File: src/rtl/usb_tok_resp_pkg.sv
package usb_tok_resp_pkg;

    typedef enum logic [1:0] {ST_IDLE, ST_DATA, ST_RESP} st_t;
    typedef enum logic [2:0] {RS_NONE, RS_ACK, RS_NAK, RS_STALL, RS_DATA} rsp_t;
    typedef enum logic [1:0] {TK_NONE, TK_OUT, TK_IN, TK_SETUP} tok_t;

    localparam logic [3:0] PID_OUT   = 4'h1;
    localparam logic [3:0] PID_IN    = 4'h9;
    localparam logic [3:0] PID_SETUP = 4'hD;

    localparam logic [1:0] MODE_CTRL = 2'b00;
    localparam logic [1:0] MODE_ISO  = 2'b11;

    localparam logic [1:0] HS_NORMAL = 2'b00;
    localparam logic [1:0] HS_QUIET  = 2'b01;
    localparam logic [1:0] HS_NAK    = 2'b10;
    localparam logic [1:0] HS_STALL  = 2'b11;

    // control endpoints may not be forced to NAK or STALL
    function automatic logic [1:0] eff_ovr(input logic [1:0] mode, input logic [1:0] ovr);
        return (mode == MODE_CTRL && ovr[1]) ? HS_NORMAL : ovr;
    endfunction

    function automatic rsp_t rx_answer(input logic [1:0] mode, input logic [1:0] rhs,
                                       input logic err, input logic setup);
        rsp_t r;
        if (err || mode == MODE_ISO) r = RS_NONE;
        else if (setup)              r = RS_ACK;
        else begin
            unique case (eff_ovr(mode, rhs))
                HS_NORMAL: r = RS_ACK;
                HS_QUIET:  r = RS_NONE;
                HS_NAK:    r = RS_NAK;
                default:   r = RS_STALL;
            endcase
        end
        return r;
    endfunction

    function automatic rsp_t tx_answer(input logic [1:0] mode, input logic [1:0] ths,
                                       input logic ready);
        rsp_t r;
        if (mode == MODE_ISO) r = (ths == HS_NORMAL && ready) ? RS_DATA : RS_NONE;
        else begin
            unique case (eff_ovr(mode, ths))
                HS_NORMAL: r = ready ? RS_DATA : RS_NAK;
                HS_QUIET:  r = RS_NONE;
                HS_NAK:    r = RS_NAK;
                default:   r = RS_STALL;
            endcase
        end
        return r;
    endfunction

    function automatic logic [7:0] hs_byte(input rsp_t r);
        logic [7:0] b;
        unique case (r)
            RS_ACK:   b = 8'hD2;
            RS_NAK:   b = 8'h5A;
            RS_STALL: b = 8'h1E;
            default:  b = 8'h00;
        endcase
        return b;
    endfunction

endpackage

File: src/rtl/usb_tok_check.sv
module usb_tok_check
    import usb_tok_resp_pkg::*;
#(
    parameter int ADDR_W = 7,
    parameter int LEN_W  = 4
) (
    input  logic [7:0]        pid,
    input  logic [LEN_W-1:0]  len,
    input  logic              crc_ok,
    input  logic [ADDR_W-1:0] addr,
    input  logic [ADDR_W-1:0] dev_addr,
    output tok_t              kind
);
    localparam logic [LEN_W-1:0] TOK_BYTES = LEN_W'(3);

    logic frame_ok;
    assign frame_ok = (pid[7:4] == ~pid[3:0]) && crc_ok && (len == TOK_BYTES)
                      && (addr == dev_addr);

    always_comb begin
        kind = TK_NONE;
        if (frame_ok) begin
            if      (pid[3:0] == PID_OUT)   kind = TK_OUT;
            else if (pid[3:0] == PID_IN)    kind = TK_IN;
            else if (pid[3:0] == PID_SETUP) kind = TK_SETUP;
        end
    end

    // any accepted token carries a good CRC and three bytes
    always_comb begin
        if (kind != TK_NONE) begin
            p_tok_frame_r1: assert (crc_ok && len == TOK_BYTES);
        end
    end
endmodule

File: src/rtl/usb_ep_sel.sv
module usb_ep_sel #(
    parameter int NUM_EP = 4,
    parameter int EPN_W  = 4,
    localparam int IDX_W = (NUM_EP > 1) ? $clog2(NUM_EP) : 1
) (
    input  logic [NUM_EP-1:0]       en,
    input  logic [NUM_EP*EPN_W-1:0] num,
    input  logic [EPN_W-1:0]        tok_ep,
    output logic                    hit,
    output logic [IDX_W-1:0]        idx
);
    logic [NUM_EP-1:0] match;

    for (genvar g = 0; g < NUM_EP; g++) begin : g_match
        assign match[g] = en[g] && (num[g*EPN_W +: EPN_W] == tok_ep);
    end

    // lowest index wins
    always_comb begin
        idx = '0;
        for (int i = NUM_EP - 1; i >= 0; i--) begin
            if (match[i]) idx = IDX_W'(i);
        end
    end
    assign hit = |match;
endmodule

File: src/rtl/usb_tok_resp.sv
module usb_tok_resp
    import usb_tok_resp_pkg::*;
#(
    parameter int NUM_EP = 4,
    parameter int EPN_W  = 4,
    parameter int ADDR_W = 7,
    parameter int LEN_W  = 4,
    localparam int IDX_W = (NUM_EP > 1) ? $clog2(NUM_EP) : 1
) (
    input  logic                    clk,
    input  logic                    rst_n,
    input  logic                    tok_valid,
    input  logic [7:0]              tok_pid,
    input  logic [LEN_W-1:0]        tok_len,
    input  logic                    tok_crc_ok,
    input  logic [ADDR_W-1:0]       tok_addr,
    input  logic [EPN_W-1:0]        tok_ep,
    input  logic [ADDR_W-1:0]       dev_addr,
    input  logic [NUM_EP-1:0]       ep_en,
    input  logic [NUM_EP*EPN_W-1:0] ep_num,
    input  logic [NUM_EP*2-1:0]     ep_mode,
    input  logic [NUM_EP*2-1:0]     ep_rhs,
    input  logic [NUM_EP*2-1:0]     ep_ths,
    input  logic [NUM_EP-1:0]       fifo_ready,
    input  logic                    data_done,
    input  logic                    data_err,
    output logic                    hs_req,
    output logic [7:0]              hs_pid,
    output logic                    tx_start,
    output logic [IDX_W-1:0]        tx_ep
);
    tok_t             kind;
    logic             hit;
    logic [IDX_W-1:0] sel;

    usb_tok_check #(.ADDR_W(ADDR_W), .LEN_W(LEN_W)) chk_i (
        .pid(tok_pid), .len(tok_len), .crc_ok(tok_crc_ok),
        .addr(tok_addr), .dev_addr(dev_addr), .kind(kind)
    );

    usb_ep_sel #(.NUM_EP(NUM_EP), .EPN_W(EPN_W)) sel_i (
        .en(ep_en), .num(ep_num), .tok_ep(tok_ep), .hit(hit), .idx(sel)
    );

    st_t              st, st_n;
    rsp_t             rsp_q, rsp_n;
    logic [IDX_W-1:0] ep_q, ep_n;
    logic             setup_q, setup_n;

    logic [1:0] new_mode, held_mode;
    assign new_mode  = ep_mode[sel*2 +: 2];
    assign held_mode = ep_mode[ep_q*2 +: 2];

    // state register
    always_ff @(posedge clk) begin
        if (!rst_n) begin
            st      <= ST_IDLE;
            rsp_q   <= RS_NONE;
            ep_q    <= '0;
            setup_q <= 1'b0;
        end else begin
            st      <= st_n;
            rsp_q   <= rsp_n;
            ep_q    <= ep_n;
            setup_q <= setup_n;
        end
    end

    // next state
    always_comb begin
        st_n    = st;
        rsp_n   = rsp_q;
        ep_n    = ep_q;
        setup_n = setup_q;
        unique case (st)
            ST_IDLE: begin
                if (tok_valid && hit && kind != TK_NONE) begin
                    if (kind == TK_IN) begin
                        rsp_n = tx_answer(new_mode, ep_ths[sel*2 +: 2], fifo_ready[sel]);
                        ep_n  = sel;
                        st_n  = (rsp_n != RS_NONE) ? ST_RESP : ST_IDLE;       // accept_in
                    end else if (kind == TK_OUT || new_mode == MODE_CTRL) begin
                        ep_n    = sel;
                        setup_n = (kind == TK_SETUP);
                        st_n    = ST_DATA;                                    // accept_rx
                    end
                end
            end
            ST_DATA: begin
                if (tok_valid) begin
                    st_n = ST_IDLE;                                           // abandon
                end else if (data_done) begin
                    rsp_n = rx_answer(held_mode, ep_rhs[ep_q*2 +: 2], data_err, setup_q);
                    st_n  = (rsp_n != RS_NONE) ? ST_RESP : ST_IDLE;           // data_end / data_quiet
                end
            end
            ST_RESP: st_n = ST_IDLE;                                          // resp_done
            default: st_n = ST_IDLE;
        endcase
    end

    // outputs
    always_comb begin
        hs_req   = (st == ST_RESP) && (rsp_q inside {RS_ACK, RS_NAK, RS_STALL});
        tx_start = (st == ST_RESP) && (rsp_q == RS_DATA);
        hs_pid   = hs_req ? hs_byte(rsp_q) : 8'h00;
        tx_ep    = tx_start ? ep_q : '0;
    end

    p_excl_r6: assert property (@(posedge clk) disable iff (!rst_n)
        !(hs_req && tx_start));
    p_pulse_r10: assert property (@(posedge clk) disable iff (!rst_n)
        (hs_req || tx_start) |=> !(hs_req || tx_start));
    p_bad_len_r1: assert property (@(posedge clk) disable iff (!rst_n)
        (st == ST_IDLE && tok_valid && tok_len != LEN_W'(3)) |=> !(hs_req || tx_start));
    p_setup_ack_r7: assert property (@(posedge clk) disable iff (!rst_n)
        (st == ST_DATA && setup_q && data_done && !data_err && !tok_valid)
        |=> (hs_req && hs_pid == 8'hD2));
    p_iso_quiet_r8: assert property (@(posedge clk) disable iff (!rst_n)
        hs_req |-> (held_mode != MODE_ISO));
    p_pid_legal_r5: assert property (@(posedge clk) disable iff (!rst_n)
        hs_req |-> (hs_pid == 8'hD2 || hs_pid == 8'h5A || hs_pid == 8'h1E));
endmodule

File: config.mk
export PLATFORM = sky130hd
export DESIGN_NAME = usb_tok_resp
export DESIGN_NICKNAME = d
export VERILOG_FILES = /design/src/rtl/usb_tok_resp_pkg.sv /design/src/rtl/usb_tok_check.sv /design/src/rtl/usb_ep_sel.sv /design/src/rtl/usb_tok_resp.sv
export SDC_FILE = /design/constraint.sdc
export NUM_CORES = 1
export LEC_CHECK = 0
export BUFFER_PORTS_ARGS = -buffer_cell sky130_fd_sc_hd__buf_2
export CAP_MARGIN = 20
export CORE_ASPECT_RATIO = 0.9
export CORE_UTILIZATION = 37
export DETAILED_ROUTE_END_ITERATION = 16
export HOLD_SLACK_MARGIN = 0.1
export PLACE_DENSITY = 0.86
export SYNTH_ARGS = -nofsm -noshare
export SYNTH_HDL_FRONTEND = slang
export SYNTH_SLANG_ARGS = --single-unit
File: constraint.sdc
create_clock -name clk -period 2.1 [get_ports clk]
set_input_delay 0 -clock clk [delete_from_list [all_inputs] [get_ports clk]]
set_output_delay 0 -clock clk [all_outputs]
set_load 0.02 [all_outputs]
==> impl_summary.txt <==
----------------------------------------------------
[Floorplanning]
  X dimension of the die ... 65.5 um
  Effective utilization at floorplan ... approximately two fifths
  Total I/O pin count ... 96
  Height of the die ... roughly 59 um
  Floorplan row count ... 20
  Die outline area ... just under 4000 um2
  Core footprint ... ~3400 um2

[Logic synthesis]
  Count leader, synth ... sky130_fd_sc_hd__xor2_1
  Cell types occupying the most area after synthesis ... sky130_fd_sc_hd__dfxtp_1 (12%), sky130_fd_sc_hd__xor2_1 (10%), sky130_fd_sc_hd__mux4_2 (6.7%)
  Area of the mapped netlist ... 1340 um2
  Synthesized area divided by synthesized cell count ... just under 8 um2
  Synth area leader ... sky130_fd_sc_hd__dfxtp_1
  Share of Yosys cell area claimed by the top area cell type ... 11.9%
  Synthesized instance count ... between 150 and 200
  Ranking of synthesized cells by instance count ... sky130_fd_sc_hd__xor2_1 (16), sky130_fd_sc_hd__nand2_1 (13), sky130_fd_sc_hd__nor2_1 (10)
  Most instantiated flip-flop cell in the synthesis netlist ... sky130_fd_sc_hd__dfxtp_1
  Portion of the post-synthesis area used by sequential elements ... 11.9%
  Number of synthesized flops with an enable pin ... 0
  Asr flop ratio synth ... 0%
  Synthesized flop and latch total ... 8
  Distinct cell type count after synthesis ... 51
  Count of warnings emitted by yosys ... 0

[Setup path]
  Startpoint of the worst-slack reg-to-reg timing path ... ep_q[0]
  Kind of cell adding the most delay to the critical path ... multiplexers
  Slowest cell delay on critical path ... between 0.5 and 0.6 ns
  Number of buffers and inverters on the critical path ... 0
  Maximum net fanout on the critical path ... 6
  Kind of end point of the critical path ... flip-flop
  Timing startpoint of the critical path ... ep_q[0]
  Required time reported for the critical path endpoint ... between 2 and 2.5 ns
  Sort of element at the start of the critical path ... flip-flop
  Highest-delay cell along the critical path ... sky130_fd_sc_hd__mux4_2
  Arrival time at the worst endpoint ... between 2 and 2.5 ns
  Worst setup path category ... reg2reg
  Critical path, cell by cell ... mux4_2 -> xor2_1 -> and3_1 -> mux2_2 -> nand2_1 -> o31ai_2

[Clock network]
  Skew-Pair Late Insertion Delay ... roughly 0.23 ns
  CTS Root Cell ... sky130_fd_sc_hd__clkbuf_8
  Number of gates resized after CTS ... 0
  Post CTS Setup Buffer Count ... 0
  Clock buffer count from CTS ... 3
  # H-tree levels ... 1
  Clock tree from TritonCTS ... built
  Deepest clock path buffer count ... 2
  Sinks on the clock net ... 8
  Number of hold buffers added after cts ... 0
  Reg clk slew, reported paths ... ~0.040 ns

[Placed design]
  Count of input and output buffers ... just over 90
  Routability cong. ... just over 0.9
  Placed cell count ... between 300 and 400
  Detailed Place HPWL ... 3380 um
  Setup Slack @ Placement ... -0.0526 ns

[Routing]
  ANT nets after route ... 0
  DRC viols ... 0
  Detailed-route vias per instance ... roughly 5.2
  Routed via count ... around 1700
  DRT Wirelength ... approximately 3900 um
  Average wire per cell in the routed design ... around 12 um
  Number of design-rule violations left by the first detailed-router iteration ... 37
  Number of detailed-route iterations in the first pass ... 4

[Finish]
  Growth of design area from synthesis to finish ... 45.8%
  Number of filler cells placed in the layout ... between 300 and 400
  Share of final-layout standard cells stronger than drive strength 1 ... a little under half
  Final nets ... around 360
  Sequential Area ... 160 um2
  N_diodes ... 0
  Fin cells ... 319
  End-of-flow core utilization ... a little under three fifths
  Combined area of the multi-input logic cells ... 1100 um2

[Timing]
  Final worst clock skew ... 0.00244 ns
  Setup repair after global routing missed its margin ... no
  Shortest clock period the worst path allows after layout ... 1.95 ns
  Smallest setup slack after layout ... between 0.15 and 0.2 ns
  Max Clock Freq ... slightly above 500 MHz
  Hold violation total from the final report ... 0
  Count of final setup violators ... 0
  Worst hold margin ... 0.109 ns
  Slew Limit Fails ... 0
  Final period util ... 92.8%

[Worst hold path]
  Hold path start ... rst_n
  Class of the worst hold path ... in2reg

[Global routing]
  Grt ovf ... 0
  Maximum number of pins on one net before global-route repair ... 11
  Vias in the first global route ... ~1500
  Global-route wire length before repair ... ~6200 um
  Total Routing Usage GR ... between 20% and 30%
  Initial antenna violation count ... 0

[Power and ir drop]
  Worst-case vdd ir drop ... approximately 0.16 mV
  P_leak ... 0.987 nW
  Power per Cell Area ... 306 nW/um2
  Total power draw ... around 0.60 mW

[Flow run]
  Reported max-cap violation count ... 0

[Run status]
  Run status ... complete, no violations

----------------------------------------------------
==> state kept, by name (all words and copies together), names as in the netlist <==
| register | cells |
|---|---|
| st | 2 |
| setup_q | 1 |
| ep_q | 2 |
| rsp_q | 3 |
==> cell type report <==
class,instances,area share [%]
inverters,9,1.73
well taps,44,2.82
repair buffers,106,28.8
multi-input cells,149,56.4
clock buffers,3,2.11
flip-flops and latches,8,8.19
==> through the flow <==
stage,instance area [um2],TNS (ns)
global placement,1910,0
finish,1960,0
global route,1960,0
CTS,1960,0
detailed placement,1910,-0.0685
floorplan,1350,0
==> where the power goes <==
group	leakage [nW]	switching, mW	internal (mW)
registers	0.0644	0.0000000308	0.152
logic	0.901	0.120	0.138
clock network	0.0216	0.0631	0.124
total	0.987	0.183	0.415
==> cell usage in the layout (no fill, tap or decap), types with 3 or more instances in the layout <==
| master | instances |
|---|---|
| sky130_fd_sc_hd__nor2b_1 | 5 |
| sky130_fd_sc_hd__xnor2_1 | 9 |
| sky130_fd_sc_hd__a311oi_1 | 5 |
| sky130_fd_sc_hd__clkbuf_8 | 3 |
| sky130_fd_sc_hd__buf_2 | 93 |
| sky130_fd_sc_hd__nor4_1 | 3 |
| sky130_fd_sc_hd__nand2_1 | 13 |
| sky130_fd_sc_hd__o21ai_0 | 5 |
| sky130_fd_sc_hd__nor3_1 | 8 |
| sky130_fd_sc_hd__and2_1 | 7 |
| sky130_fd_sc_hd__mux4_2 | 4 |
| sky130_fd_sc_hd__inv_1 | 8 |
| sky130_fd_sc_hd__nand3_1 | 6 |
| sky130_fd_sc_hd__nor2_1 | 10 |
| sky130_fd_sc_hd__xor2_1 | 16 |
| sky130_fd_sc_hd__nand2b_1 | 7 |
| sky130_fd_sc_hd__buf_4 | 13 |
| sky130_fd_sc_hd__dfxtp_1 | 8 |
| sky130_fd_sc_hd__and3_1 | 5 |
| sky130_fd_sc_hd__a21o_1 | 5 |
==> worst reg2reg max path, stage by stage (launching register included) <==
cell	delay, ns
sky130_fd_sc_hd__dfxtp_1	0.50
sky130_fd_sc_hd__mux4_2	0.59
sky130_fd_sc_hd__xor2_1	0.17
sky130_fd_sc_hd__and3_1	0.16
sky130_fd_sc_hd__mux2_2	0.26
sky130_fd_sc_hd__nand2_1	0.08
sky130_fd_sc_hd__o31ai_2	0.06
==> metal layers <==
layer / vias to the layer above / share of wire, % / track usage, %
met4: 0 / 0.80 / 6.21
met2: 73 / 53 / 39.8
met1: 736 / 40 / 22.5
met3: 6 / 6.5 / 5.38
met5: - / 0 / 0
li1: 835 / - / -
==> worst paths after layout <==
path / endpoint / slack, ns / depth (start not counted)
max: rsp_q[1] / 0.15 / 6
min: rsp_q[0] / 0.11 / 2
max reg2reg: rsp_q[1] / 0.15 / 6
min reg2reg: rsp_q[2] / 0.51 / 2
==> cell families after synthesis <==
kind of cell           count (synthesis)  share of synthesized area [%]
XOR/XNOR                              25                           16.3
other                                  1                          0.280
buffers and inverters                 17                           6.16
multiplexers                           7                           9.05
flip-flops                             8                           11.9
AO/OA/AOI/OAI                         38                           23.6
AND/OR/NAND/NOR                       77                           32.6
No activity file was read; power rests on OpenSTA's default activity.
